## config.mk

```make
export PLATFORM = sky130hd
export DESIGN_NAME = sdram_cmd_seq
export DESIGN_NICKNAME = d
export VERILOG_FILES = /design/src/rtl/sdram_seq_pkg.sv /design/src/rtl/sdram_bank_timer.sv /design/src/rtl/sdram_cmd_enc.sv /design/src/rtl/sdram_cmd_seq.sv
export SDC_FILE = /design/constraint.sdc
export NUM_CORES = 1
export LEC_CHECK = 0
export CORE_ASPECT_RATIO = 1.5
export CORE_MARGIN = 2
export CORE_UTILIZATION = 52
export DETAILED_ROUTE_END_ITERATION = 8
export PLACE_DENSITY = 0.85
export SYNTH_ARGS = -nofsm -noshare
export SYNTH_HDL_FRONTEND = slang
export SYNTH_SLANG_ARGS = --single-unit
```

## constraint.sdc

```tcl
create_clock -name clk_i -period 2.5 [get_ports clk_i]
set_input_delay 0.5 -clock clk_i [delete_from_list [all_inputs] [get_ports clk_i]]
set_output_delay 0.5 -clock clk_i [all_outputs]
set_load 0.02 [all_outputs]
```

## src/rtl/sdram_seq_pkg.sv

```systemverilog
package sdram_seq_pkg;

  typedef enum logic [2:0] {
    OP_NOP = 3'd0,
    OP_ACT = 3'd1,
    OP_RD  = 3'd2,
    OP_WR  = 3'd3,
    OP_PRE = 3'd4,
    OP_REF = 3'd5,
    OP_MRS = 3'd6,
    OP_BAD = 3'd7
  } op_e;

  typedef struct packed {
    logic [3:0] rc;
    logic [3:0] ras;
    logic [3:0] rp;
    logic [3:0] rrd;
    logic [3:0] rcd;
    logic [3:0] ccd;
    logic [3:0] cdl;
    logic [3:0] rdl;
  } tim_t;

  localparam int unsigned MRD_CYC = 2;

  function automatic tim_t speed_tim(input int unsigned sel);
    tim_t t;
    t.ccd = 4'd1;
    t.cdl = 4'd1;
    t.rdl = 4'd1;
    t.rrd = 4'd2;
    case (sel)
      0: begin t.rc = 4'd9; t.ras = 4'd6; t.rp = 4'd3; t.rcd = 4'd3; end
      1: begin t.rc = 4'd7; t.ras = 4'd5; t.rp = 4'd2; t.rcd = 4'd2; end
      default: begin t.rc = 4'd6; t.ras = 4'd4; t.rp = 4'd2; t.rcd = 4'd2; end
    endcase
    return t;
  endfunction

endpackage

```

## src/rtl/sdram_bank_timer.sv

```systemverilog
module sdram_bank_timer #(
  parameter int unsigned CNT_W = 4,
  parameter int unsigned RC    = 9,
  parameter int unsigned RAS   = 6,
  parameter int unsigned RP    = 3,
  parameter int unsigned RCD   = 3,
  parameter int unsigned RDL   = 1
) (
  input  logic clk_i,
  input  logic rst_ni,
  input  logic act_go_i,
  input  logic col_go_i,
  input  logic wr_go_i,
  input  logic close_go_i,
  output logic open_o,
  output logic act_ok_o,
  output logic col_ok_o,
  output logic pre_ok_o
);

  localparam logic [CNT_W-1:0] RC_L  = CNT_W'(RC - 1);
  localparam logic [CNT_W-1:0] RAS_L = CNT_W'(RAS - 1);
  localparam logic [CNT_W-1:0] RP_L  = CNT_W'(RP - 1);
  localparam logic [CNT_W-1:0] RCD_L = CNT_W'(RCD - 1);
  localparam logic [CNT_W-1:0] RDL_L = CNT_W'(RDL - 1);

  function automatic logic [CNT_W-1:0] dec(input logic [CNT_W-1:0] c);
    return (c == '0) ? c : c - 1'b1;
  endfunction

  function automatic logic [CNT_W-1:0] mx(input logic [CNT_W-1:0] a, input logic [CNT_W-1:0] b);
    return (a > b) ? a : b;
  endfunction

  logic             open_q, open_n;
  logic [CNT_W-1:0] act_q, act_n, col_q, col_n, pre_q, pre_n;

  always_comb begin
    open_n = open_q;
    act_n  = dec(act_q);
    col_n  = dec(col_q);
    pre_n  = dec(pre_q);
    if (act_go_i) begin
      open_n = 1'b1;
      act_n  = RC_L;
      col_n  = RCD_L;
      pre_n  = RAS_L;
    end
    if (wr_go_i) pre_n = mx(pre_n, RDL_L);
    if (close_go_i) begin
      open_n = 1'b0;
      act_n  = mx(act_n, RP_L);
    end
  end

  always_ff @(posedge clk_i or negedge rst_ni) begin
    if (!rst_ni) begin
      open_q <= 1'b0;
      act_q  <= '0;
      col_q  <= '0;
      pre_q  <= '0;
    end else begin
      open_q <= open_n;
      act_q  <= act_n;
      col_q  <= col_n;
      pre_q  <= pre_n;
    end
  end

  assign open_o   = open_q;
  assign act_ok_o = !open_q && (act_q == '0);
  assign col_ok_o = open_q && (col_q == '0);
  assign pre_ok_o = !open_q || (pre_q == '0);

  a_r3_col_gap: assert property (@(posedge clk_i) disable iff (!rst_ni)
    col_go_i |-> (open_q && col_q == '0));
  a_r5_act_gap: assert property (@(posedge clk_i) disable iff (!rst_ni)
    act_go_i |-> (!open_q && act_q == '0));
  a_r4_pre_gap: assert property (@(posedge clk_i) disable iff (!rst_ni)
    close_go_i |-> (pre_q == '0));

endmodule

```

## src/rtl/sdram_cmd_enc.sv

```systemverilog
module sdram_cmd_enc
  import sdram_seq_pkg::*;
#(
  parameter int unsigned BANK_W = 2,
  parameter int unsigned ADDR_W = 13
) (
  input  logic              clk_i,
  input  logic              rst_ni,
  input  logic              issue_i,
  input  op_e               op_i,
  input  logic [BANK_W-1:0] ba_i,
  input  logic [ADDR_W-1:0] addr_i,
  output logic              cs_n_o,
  output logic              ras_n_o,
  output logic              cas_n_o,
  output logic              we_n_o,
  output logic [BANK_W-1:0] ba_o,
  output logic [ADDR_W-1:0] addr_o
);

  logic [3:0]        pins_q;
  logic [BANK_W-1:0] ba_q;
  logic [ADDR_W-1:0] addr_q;

  always_ff @(posedge clk_i or negedge rst_ni) begin
    if (!rst_ni) begin
      pins_q <= 4'b1111;
      ba_q   <= '0;
      addr_q <= '0;
    end else begin
      pins_q <= 4'b0111;
      ba_q   <= '0;
      addr_q <= '0;
      if (issue_i) begin
        ba_q   <= ba_i;
        addr_q <= addr_i;
        case (op_i)
          OP_ACT:  pins_q <= 4'b0011;
          OP_RD:   pins_q <= 4'b0101;
          OP_WR:   pins_q <= 4'b0100;
          OP_PRE:  pins_q <= 4'b0010;
          OP_REF:  begin pins_q <= 4'b0001; ba_q <= '0; addr_q <= '0; end
          OP_MRS:  pins_q <= 4'b0000;
          default: pins_q <= 4'b0111;
        endcase
      end
    end
  end

  assign {cs_n_o, ras_n_o, cas_n_o, we_n_o} = pins_q;
  assign ba_o   = ba_q;
  assign addr_o = addr_q;

endmodule

```

## src/rtl/sdram_cmd_seq.sv

```systemverilog
module sdram_cmd_seq
  import sdram_seq_pkg::*;
#(
  parameter int unsigned SPEED  = 0,
  parameter int unsigned BANK_W = 2,
  parameter int unsigned ADDR_W = 13,
  parameter int unsigned AP_BIT = 10
) (
  input  logic                     clk_i,
  input  logic                     rst_ni,
  input  logic                     req_valid_i,
  input  logic [2:0]               req_op_i,
  input  logic [BANK_W-1:0]        req_bank_i,
  input  logic [ADDR_W-1:0]        req_addr_i,
  output logic                     req_ready_o,
  output logic                     err_o,
  output logic                     cmd_cs_n_o,
  output logic                     cmd_ras_n_o,
  output logic                     cmd_cas_n_o,
  output logic                     cmd_we_n_o,
  output logic [BANK_W-1:0]        cmd_ba_o,
  output logic [ADDR_W-1:0]        cmd_addr_o,
  output logic [(1<<BANK_W)-1:0]   bank_open_o
);

  localparam int unsigned NB    = 1 << BANK_W;
  localparam int unsigned CNT_W = 4;
  localparam tim_t        TIM   = speed_tim(SPEED);
  localparam logic [CNT_W-1:0] RRD_L = CNT_W'(TIM.rrd - 1);
  localparam logic [CNT_W-1:0] COL_L = CNT_W'(((TIM.ccd > TIM.cdl) ? TIM.ccd : TIM.cdl) - 1);
  localparam logic [CNT_W-1:0] REF_L = CNT_W'(TIM.rc - 1);
  localparam logic [CNT_W-1:0] MRS_L = CNT_W'(MRD_CYC - 1);

  op_e            op;
  logic           ap, is_col, illegal, timing_ok, fire, issue;
  logic [NB-1:0]  sel, open_v, act_ok, col_ok, pre_ok;
  logic [NB-1:0]  act_go, col_go, wr_go, close_go;
  logic [CNT_W-1:0] rrd_q, colg_q, glob_q;
  logic           err_q;

  assign op     = op_e'(req_op_i);
  assign ap     = req_addr_i[AP_BIT];
  assign is_col = (op == OP_RD) || (op == OP_WR);

  always_comb begin
    sel = '0;
    sel[req_bank_i] = 1'b1;
  end

  always_comb begin
    case (op)
      OP_ACT:          illegal = open_v[req_bank_i];
      OP_RD, OP_WR:    illegal = !open_v[req_bank_i];
      OP_PRE:          illegal = 1'b0;
      OP_REF, OP_MRS:  illegal = |open_v;
      default:         illegal = 1'b1;
    endcase
  end

  always_comb begin
    case (op)
      OP_ACT:         timing_ok = act_ok[req_bank_i] && rrd_q == '0 && glob_q == '0;
      OP_RD, OP_WR:   timing_ok = col_ok[req_bank_i] && colg_q == '0 && glob_q == '0 &&
                                  (!ap || pre_ok[req_bank_i]);
      OP_PRE:         timing_ok = glob_q == '0 && (ap ? &pre_ok : pre_ok[req_bank_i]);
      OP_REF, OP_MRS: timing_ok = &act_ok && glob_q == '0;
      default:        timing_ok = 1'b0;
    endcase
  end

  assign req_ready_o = illegal || timing_ok;
  assign fire        = req_valid_i && req_ready_o;
  assign issue       = fire && !illegal;

  for (genvar b = 0; b < NB; b++) begin : g_bank
    assign act_go[b]   = issue && op == OP_ACT && sel[b];
    assign col_go[b]   = issue && is_col && sel[b];
    assign wr_go[b]    = issue && op == OP_WR && sel[b];
    assign close_go[b] = issue && open_v[b] &&
                         ((op == OP_PRE && (ap || sel[b])) || (is_col && ap && sel[b]));

    sdram_bank_timer #(
      .CNT_W(CNT_W), .RC(int'(TIM.rc)), .RAS(int'(TIM.ras)), .RP(int'(TIM.rp)),
      .RCD(int'(TIM.rcd)), .RDL(int'(TIM.rdl))
    ) u_tmr (
      .clk_i, .rst_ni,
      .act_go_i(act_go[b]), .col_go_i(col_go[b]), .wr_go_i(wr_go[b]),
      .close_go_i(close_go[b]),
      .open_o(open_v[b]), .act_ok_o(act_ok[b]), .col_ok_o(col_ok[b]), .pre_ok_o(pre_ok[b])
    );
  end

  always_ff @(posedge clk_i or negedge rst_ni) begin
    if (!rst_ni) begin
      rrd_q  <= '0;
      colg_q <= '0;
      glob_q <= '0;
      err_q  <= 1'b0;
    end else begin
      err_q  <= fire && illegal;
      rrd_q  <= (issue && op == OP_ACT) ? RRD_L : (rrd_q == '0 ? rrd_q : rrd_q - 1'b1);
      colg_q <= (issue && is_col)       ? COL_L : (colg_q == '0 ? colg_q : colg_q - 1'b1);
      if (issue && op == OP_REF)      glob_q <= REF_L;
      else if (issue && op == OP_MRS) glob_q <= MRS_L;
      else if (glob_q != '0)          glob_q <= glob_q - 1'b1;
    end
  end

  sdram_cmd_enc #(.BANK_W(BANK_W), .ADDR_W(ADDR_W)) u_enc (
    .clk_i, .rst_ni,
    .issue_i(issue), .op_i(op), .ba_i(req_bank_i), .addr_i(req_addr_i),
    .cs_n_o(cmd_cs_n_o), .ras_n_o(cmd_ras_n_o), .cas_n_o(cmd_cas_n_o), .we_n_o(cmd_we_n_o),
    .ba_o(cmd_ba_o), .addr_o(cmd_addr_o)
  );

  assign err_o       = err_q;
  assign bank_open_o = open_v;

  a_r9_err_is_nop: assert property (@(posedge clk_i) disable iff (!rst_ni)
    err_o |-> (!cmd_cs_n_o && cmd_ras_n_o && cmd_cas_n_o && cmd_we_n_o));
  a_r7_pre_all: assert property (@(posedge clk_i) disable iff (!rst_ni)
    (issue && op == OP_PRE && ap) |=> (bank_open_o == '0));
  a_r10_ref_closed: assert property (@(posedge clk_i) disable iff (!rst_ni)
    (issue && (op == OP_REF || op == OP_MRS)) |-> (bank_open_o == '0));
  a_r6_rrd_gap: assert property (@(posedge clk_i) disable iff (!rst_ni)
    (issue && op == OP_ACT) |-> (rrd_q == '0));

endmodule

```

[After elaboration in Yosys (flattened, before gate mapping)]
Index checks and enable logic that the tools add are counted.
Cells by class
  bitwise gates (word level): 0
  multipliers: 0
  $add $sub $neg: 15
  reduce and logical (&&, ||, !) cells: 97
  shift-type cells: 0
  equality and inequality tests: 12
  div/mod/pow operators: 0
  order comparisons: 10
  muxes and demuxes: 74
Operators with widths (number)
  4-bit 2-to-1 mux: 47
  4-bit zero test: 15
  4-bit by 1-bit subtractor with 4-bit output, second input constant: 15
  1-bit logical AND: 49
  13-bit 2-to-1 mux: 2
  3-bit case mux with 6 select lines: 1
  4-bit by 1-bit > comparator with 1-bit output, second input constant: 4
  4-bit by 2-bit > comparator with 1-bit output, second input constant: 4
  1-bit logical OR: 15
  1-bit 2-to-1 mux: 14
  3-bit equality test, second input constant: 3
  1-bit binary-select mux with 2-bit select: 4
  2-bit by 1-bit != test with 1-bit output, second input constant: 4
  1-bit case mux with 4 select lines: 2
  4-bit AND reduction: 2
  2-bit nonzero test: 4
  1-bit zero test: 7
  3-bit by 2-bit equality test with 1-bit output, second input constant: 2
  2-bit 2-to-1 mux: 2
  2-bit != test, second input constant: 2
  4-bit nonzero test: 1
  2-bit OR reduction: 2
  4-bit OR reduction: 1
  3-bit by 1-bit equality test with 1-bit output, second input constant: 1
  other kinds (5): 5
Word-level totals
  flip-flop bits (word level): 84
  memories kept: 0
  input bits: 21
  bits in latches: 0
  logic and storage cells: 231
  output and inout bits: 25
  bits in writable memories: 0
  ROM bits: 0

[Depth between registers and ports, before layout]
  depth after elaboration: 17
  mapped depth: 11
  mapped depth without buffers: 9

[Cells and area by module]
A second synthesis with hierarchy kept.
Second synthesis, totals
  cells, all modules: 460
  area, all modules: 4569.4 um2
Modules (own cells, without submodules)
  sdram_bank_timer: instances 4, area each 666.9 um2, cells an instance 67, sequential area each 325.3 um2
  sdram_cmd_seq: instances 1, area each 1234.9 um2, cells an instance 147, sequential area each 325.3 um2
  sdram_cmd_enc: instances 1, area each 666.9 um2, cells an instance 45, sequential area each 480.5 um2

[Worst setup path after synthesis]
No wires, ideal clock.
  path type: reg2reg
  start: register colg_q[0]
  end: register glob_q[1]
  library setup time: 0.140 ns
  buffers on the path: 1
  data arrival time: 2.499 ns
  period minus slack after synthesis: 2.638 ns
  cell stages (with the launch flop): 11
  required time: 2.360 ns
  slack: -0.138 ns
  path through: dfrtp_1 > inv_1 > ha_1 > or3b_1 > or4_1 > a311o_1 > nor3_2 > a31oi_2 > buf_2 > o211ai_1 > o21ai_0
Between the ends
  cells in the longest elaborated chain, start to end: 11
  elaborated cells on any way between the ends: 13
  those cells by class: mux (3); reduce/logical (10)
RTL lines
  from (decl): line sdram_cmd_seq.sv:38  | logic [CNT_W-1:0] rrd_q, colg_q, glob_q;
  from (signal assigned): line sdram_cmd_seq.sv:102  | colg_q <= (issue && is_col) ? COL_L : (colg_q == '0 ? colg_q : colg_q - 1'b1);
  4-bit zero test (*): line sdram_cmd_seq.sv:63  | OP_RD, OP_WR: timing_ok = col_ok[req_bank_i] && colg_q == '0 && glob_q == '0 &&
  1-bit logical AND (*) (3 in a row): line sdram_cmd_seq.sv:63
  1-bit case mux with 4 select lines (*): line sdram_cmd_seq.sv:61  | case (op)
  1-bit logical OR (*): line sdram_cmd_seq.sv:71  | assign req_ready_o = illegal || timing_ok;
  1-bit logical AND (*): line sdram_cmd_seq.sv:72  | assign fire = req_valid_i && req_ready_o;
  1-bit logical AND (*): line sdram_cmd_seq.sv:73  | assign issue = fire && !illegal;
  1-bit logical AND: line sdram_cmd_seq.sv:104  | else if (issue && op == OP_MRS) glob_q <= MRS_L;
  4-bit 2-to-1 mux: line sdram_cmd_seq.sv:104
  4-bit 2-to-1 mux: line sdram_cmd_seq.sv:103  | if (issue && op == OP_REF) glob_q <= REF_L;
  to (signal assigned): line sdram_cmd_seq.sv:105  | else if (glob_q != '0) glob_q <= glob_q - 1'b1;
  to (decl): line sdram_cmd_seq.sv:38
Every way passes the cells marked *; elsewhere a longest branch is shown, timed or not.
A chain may end at the register's enable or synchronous reset.

[Final worst setup path]
  start: register colg_q[0]
  end: register u_enc.addr_q[0], in the netlist u_enc.addr_o[0]
Between the ends
  cells in the longest elaborated chain, start to end: 9
RTL lines
  4-bit zero test: line sdram_cmd_seq.sv:63
  1-bit logical AND (3 in a row): line sdram_cmd_seq.sv:63
  1-bit case mux with 4 select lines: line sdram_cmd_seq.sv:61
  1-bit logical OR: line sdram_cmd_seq.sv:71
  1-bit logical AND: line sdram_cmd_seq.sv:72
  1-bit logical AND: line sdram_cmd_seq.sv:73
  13-bit 2-to-1 mux: line sdram_cmd_enc.sv:34  | if (issue_i) begin
  to (signal assigned): line sdram_cmd_enc.sv:36  | addr_q <= addr_i;
  to (decl): line sdram_cmd_enc.sv:23  | logic [ADDR_W-1:0] addr_q;
No other way between the ends.

==> results_dict.tcl <==
set metrics [dict create \
    ant_nets 0 \
    grt_antenna_before_repair 0 \
    tritoncts "done" \
    critPathKind "flop to flop" \
    drv_cap 0 \
    ys_types 60 \
    critical_path.cell_chain "inv_2, ha_4, or3b_4, or4_1, a311o_1, buf_4, nor3_4, a31oi_4, buf_6, a21oi_4, buf_6, buf_16, and2_1" \
    port_buffers 45 \
    drive_gt1_share_pct 41.4 \
    synth_edf_count 0 \
    endpoint_kind "flop" \
    clock_latency_ns 0.36 \
    grt_usage_pct 36.6 \
    syn_area_per_cell_um2 9.68 \
    final_nets 745 \
    vias_per_cell 6.50 \
    cts_root_buf "clkbuf_16" \
    dieHeight_um 120 \
    drt_wl_total_um 19700 \
    p_per_area_mw_per_mm2 1190 \
    period_share_pct 128 \
    layout_min_cycle_time_ns 3.20 \
    grt_first_pass_wirelength_um 26900 \
    die_w_um 81.5 \
    timing.final.ws_setup_ns -0.695 \
    firstDrtPassIters 5 \
    overflow 0 \
    wire_per_inst_um 24.1 \
    synth_flop_cell "dfrtp_1" \
    required_ns 2.79 \
    dpl-instance-area_mm2 0.00642 \
    critPathMaxStageDelay_ns 0.48 \
    yosys_warnings 0 \
    hold_viol 0 \
    synthArstFlopShare_pct 100 \
    fill_cells 377 \
    cts_buffers 9 \
    drtIter0Drc 606 \
    cts_hold_buffers 0 \
    power_leakage_uw 0.00338 \
    finalMaxSlewViolations 0 \
    synth_top_cell_by_area "dfrtp_1" \
    slowest_stage "or4_1" \
    finClkSkew_ns 0.0145 \
    synth_area_mm2 0.00469 \
    gp_congestion 0.909 \
    cp.arrival_ns 3.49 \
    start_util_pct 53.4 \
    holdCritPathClass "input port to async pin" \
    cts.sinks 84 \
    violations "setup timing" \
    crit_path_frequent_cell "buf_6" \
    syn_inst 484 \
    rsz0062_at_grt "true" \
    setup_violations 73 \
    die-area_mm2 0.00980 \
    vias 5318 \
    dp_hpwl_um 9570 \
    boundaryPins 46 \
    num_antenna_cells 0 \
    cp_max_fo 7 \
    status "finished with violations" \
    area_delta_synth_final_pct 57.0 \
    startpoint_type "flop" \
    h-tree-depth 3 \
    yosys.area.top_type_share_pct 42.7 \
    irDropWorstVdd_mv 0.757 \
    synth_nets 526 \
    drc 0 \
    grt_max_degree 50 \
    rows 42 \
    ys_seq_area_share_pct 45.0 \
    max_freq_ghz 0.313 \
    worst_pin_slew_ns 0.649 \
    first_global_vias 5501 \
    clockBufferDepth 2 \
    relSlewSlack_pct 56.3 \
    synth_area_leaders "dfrtp_1 43%, ha_1 5.6%, nor2_1 4.0%" \
    fin_area_mm2 0.00736 \
    clkTransAtPathRegs_ns 0.07 \
    synth-seq-cells 84 \
    core_mm2 0.00878 \
    finalPower_uw 8730 \
]
==> power breakdown <==
part / leakage [uW] / total (uW) / switching [uW] / internal, uW
clock network: 0.000147 / 1360 / 586 / 775
logic: 0.00219 / 5150 / 2620 / 2530
registers: 0.00105 / 2220 / 345 / 1880
total: 0.00338 / 8730 / 3550 / 5180
==> cell usage in the layout (no fill, tap or decap), types with 4 or more instances in the layout <==
cell,synthesis,routed
a211o_1,9,9
a21oi_1,32,28
a21oi_2,1,4
and2_1,17,8
and2_4,0,9
buf_4,4,153
buf_6,2,20
clkbuf_16,0,9
clkdlybuf4s50_1,0,41
dfrtp_1,80,80
dfstp_2,4,4
ha_1,21,16
inv_1,47,41
inv_2,0,6
mux2i_1,5,5
nand2_1,18,16
nand2b_1,10,9
nand3_1,14,14
nor2_1,50,32
nor2_2,0,5
nor2_4,2,15
nor2b_1,6,4
nor3_1,17,16
nor3b_1,15,12
o211ai_1,6,6
o21ai_0,27,11
o21ai_1,0,7
o21ai_2,0,8
o32ai_2,4,4
or3_1,11,11
or3b_2,6,5
xnor2_1,17,17
==> stage by stage <==
| step | std cells | setup WS, ns | setup TNS [ns] | hold WS (ns) | util, % |
|---|---|---|---|---|---|
| after floorplan | 484 | -0.0751 | -1.36 | 0.204 | - |
| after global placement | 780 | -0.914 | -42.06 | 0.479 | 73.1 |
| after detailed placement | 780 | -0.964 | -48.84 | 0.489 | 73.1 |
| after CTS | 809 | -0.526 | -26.31 | 0.120 | 80.5 |
| after global routing | 818 | -0.933 | -44.64 | 0.131 | 83.8 |
| final | 818 | -0.695 | -39.06 | 0.100 | 83.8 |
==> layer usage <==
metal | vias up | global-route usage (%) | share of wire [%] | wire length, um
met5 | - | 0 | 0 | 0
met4 | 0 | 29.9 | 11 | 2140
met3 | 202 | 9.55 | 10 | 2050
met2 | 476 | 61.9 | 47 | 9350
met1 | 2511 | 36.4 | 31 | 6200
li1 | 2129 | - | - | -
==> cell families (layout without fill, tap and decap cells) <==
logic type / after synthesis / after routing / synth area share (%)
AO/OA/AOI/OAI: 104 / 104 / 15.1
XOR/XNOR: 17 / 17 / 3.18
adder cells (fa/ha/maj): 22 / 22 / 5.82
buffers and inverters: 61 / 285 / 5.71
flip-flops: 84 / 84 / 45.0
multiplexers: 9 / 9 / 2.27
other: 1 / 1 / 0.0800
AND/OR/NAND/NOR: 186 / 186 / 22.8
==> cell usage after synthesis (4+ instances only) <==
cell type and instances:
dfrtp_1 80, nor2_1 50, inv_1 47, a21oi_1 32, o21ai_0 27, ha_1 21
nand2_1 18, and2_1 17, nor3_1 17, xnor2_1 17, nor3b_1 15, nand3_1 14
or3_1 11, nand2b_1 10, a211o_1 9, buf_2 7, nor2b_1 6, o211ai_1 6
or3b_2 6, mux2i_1 5, buf_4 4, dfstp_2 4, o32ai_2 4
==> state kept, by name, summed over array words and instances, names as in the netlist, 2 cells and up <==
signal,flops
rrd_q,4
u_enc.pins_q,4
glob_q,4
colg_q,4
u_enc.addr_o,13
g_bank.u_tmr.open_o,4
u_enc.ba_o,2
g_bank.u_tmr.col_q,16
g_bank.u_tmr.act_q,16
g_bank.u_tmr.pre_q,16
==> worst paths after layout <==
kind	cells past startpoint	end	slack (ns)	startpoint
max	13	u_enc.addr_o[0]	-0.70	colg_q[0]
min	1	colg_q[0]	0.10	rst_ni
max reg2reg	13	u_enc.addr_o[0]	-0.70	colg_q[0]
min reg2reg	2	g_bank[2].u_tmr.col_q[1]	0.60	g_bank[2].u_tmr.col_q[1]
max in group asynchronous	2	u_enc.pins_q[3]	1.69	rst_ni
min in group clk_i	2	g_bank[2].u_tmr.col_q[1]	0.60	g_bank[2].u_tmr.col_q[1]
==> layout make-up <==
type                    instances  area, um^2  area share (%)
multi-input cells             339        2710            36.9
flip-flops and latches         84        2110            28.6
repair buffers                222        1930            26.3
clock buffers                  10         229            3.11
inverters                      47         176            2.40
well taps                     110         138            1.87
clock inverters                 6        62.6           0.850
==> worst max-delay path, delay by kind of cell, from the launching register on <==
| kind | cells | cell delay (ns) |
|---|---|---|
| fa+ha+maj | 1 | 0.13 |
| simple gates | 4 | 1.25 |
| buf+inv | 5 | 0.73 |
| compound gates | 3 | 0.61 |
| flops | 1 | 0.41 |
==> timing repair <==
action	CTS	global route
setup buffers	11	11
resized for setup	78	56
endpoints found under the setup margin	71	74
pin swaps	31	27
gates cloned	2	1
Power figures use the tool's default switching activity.
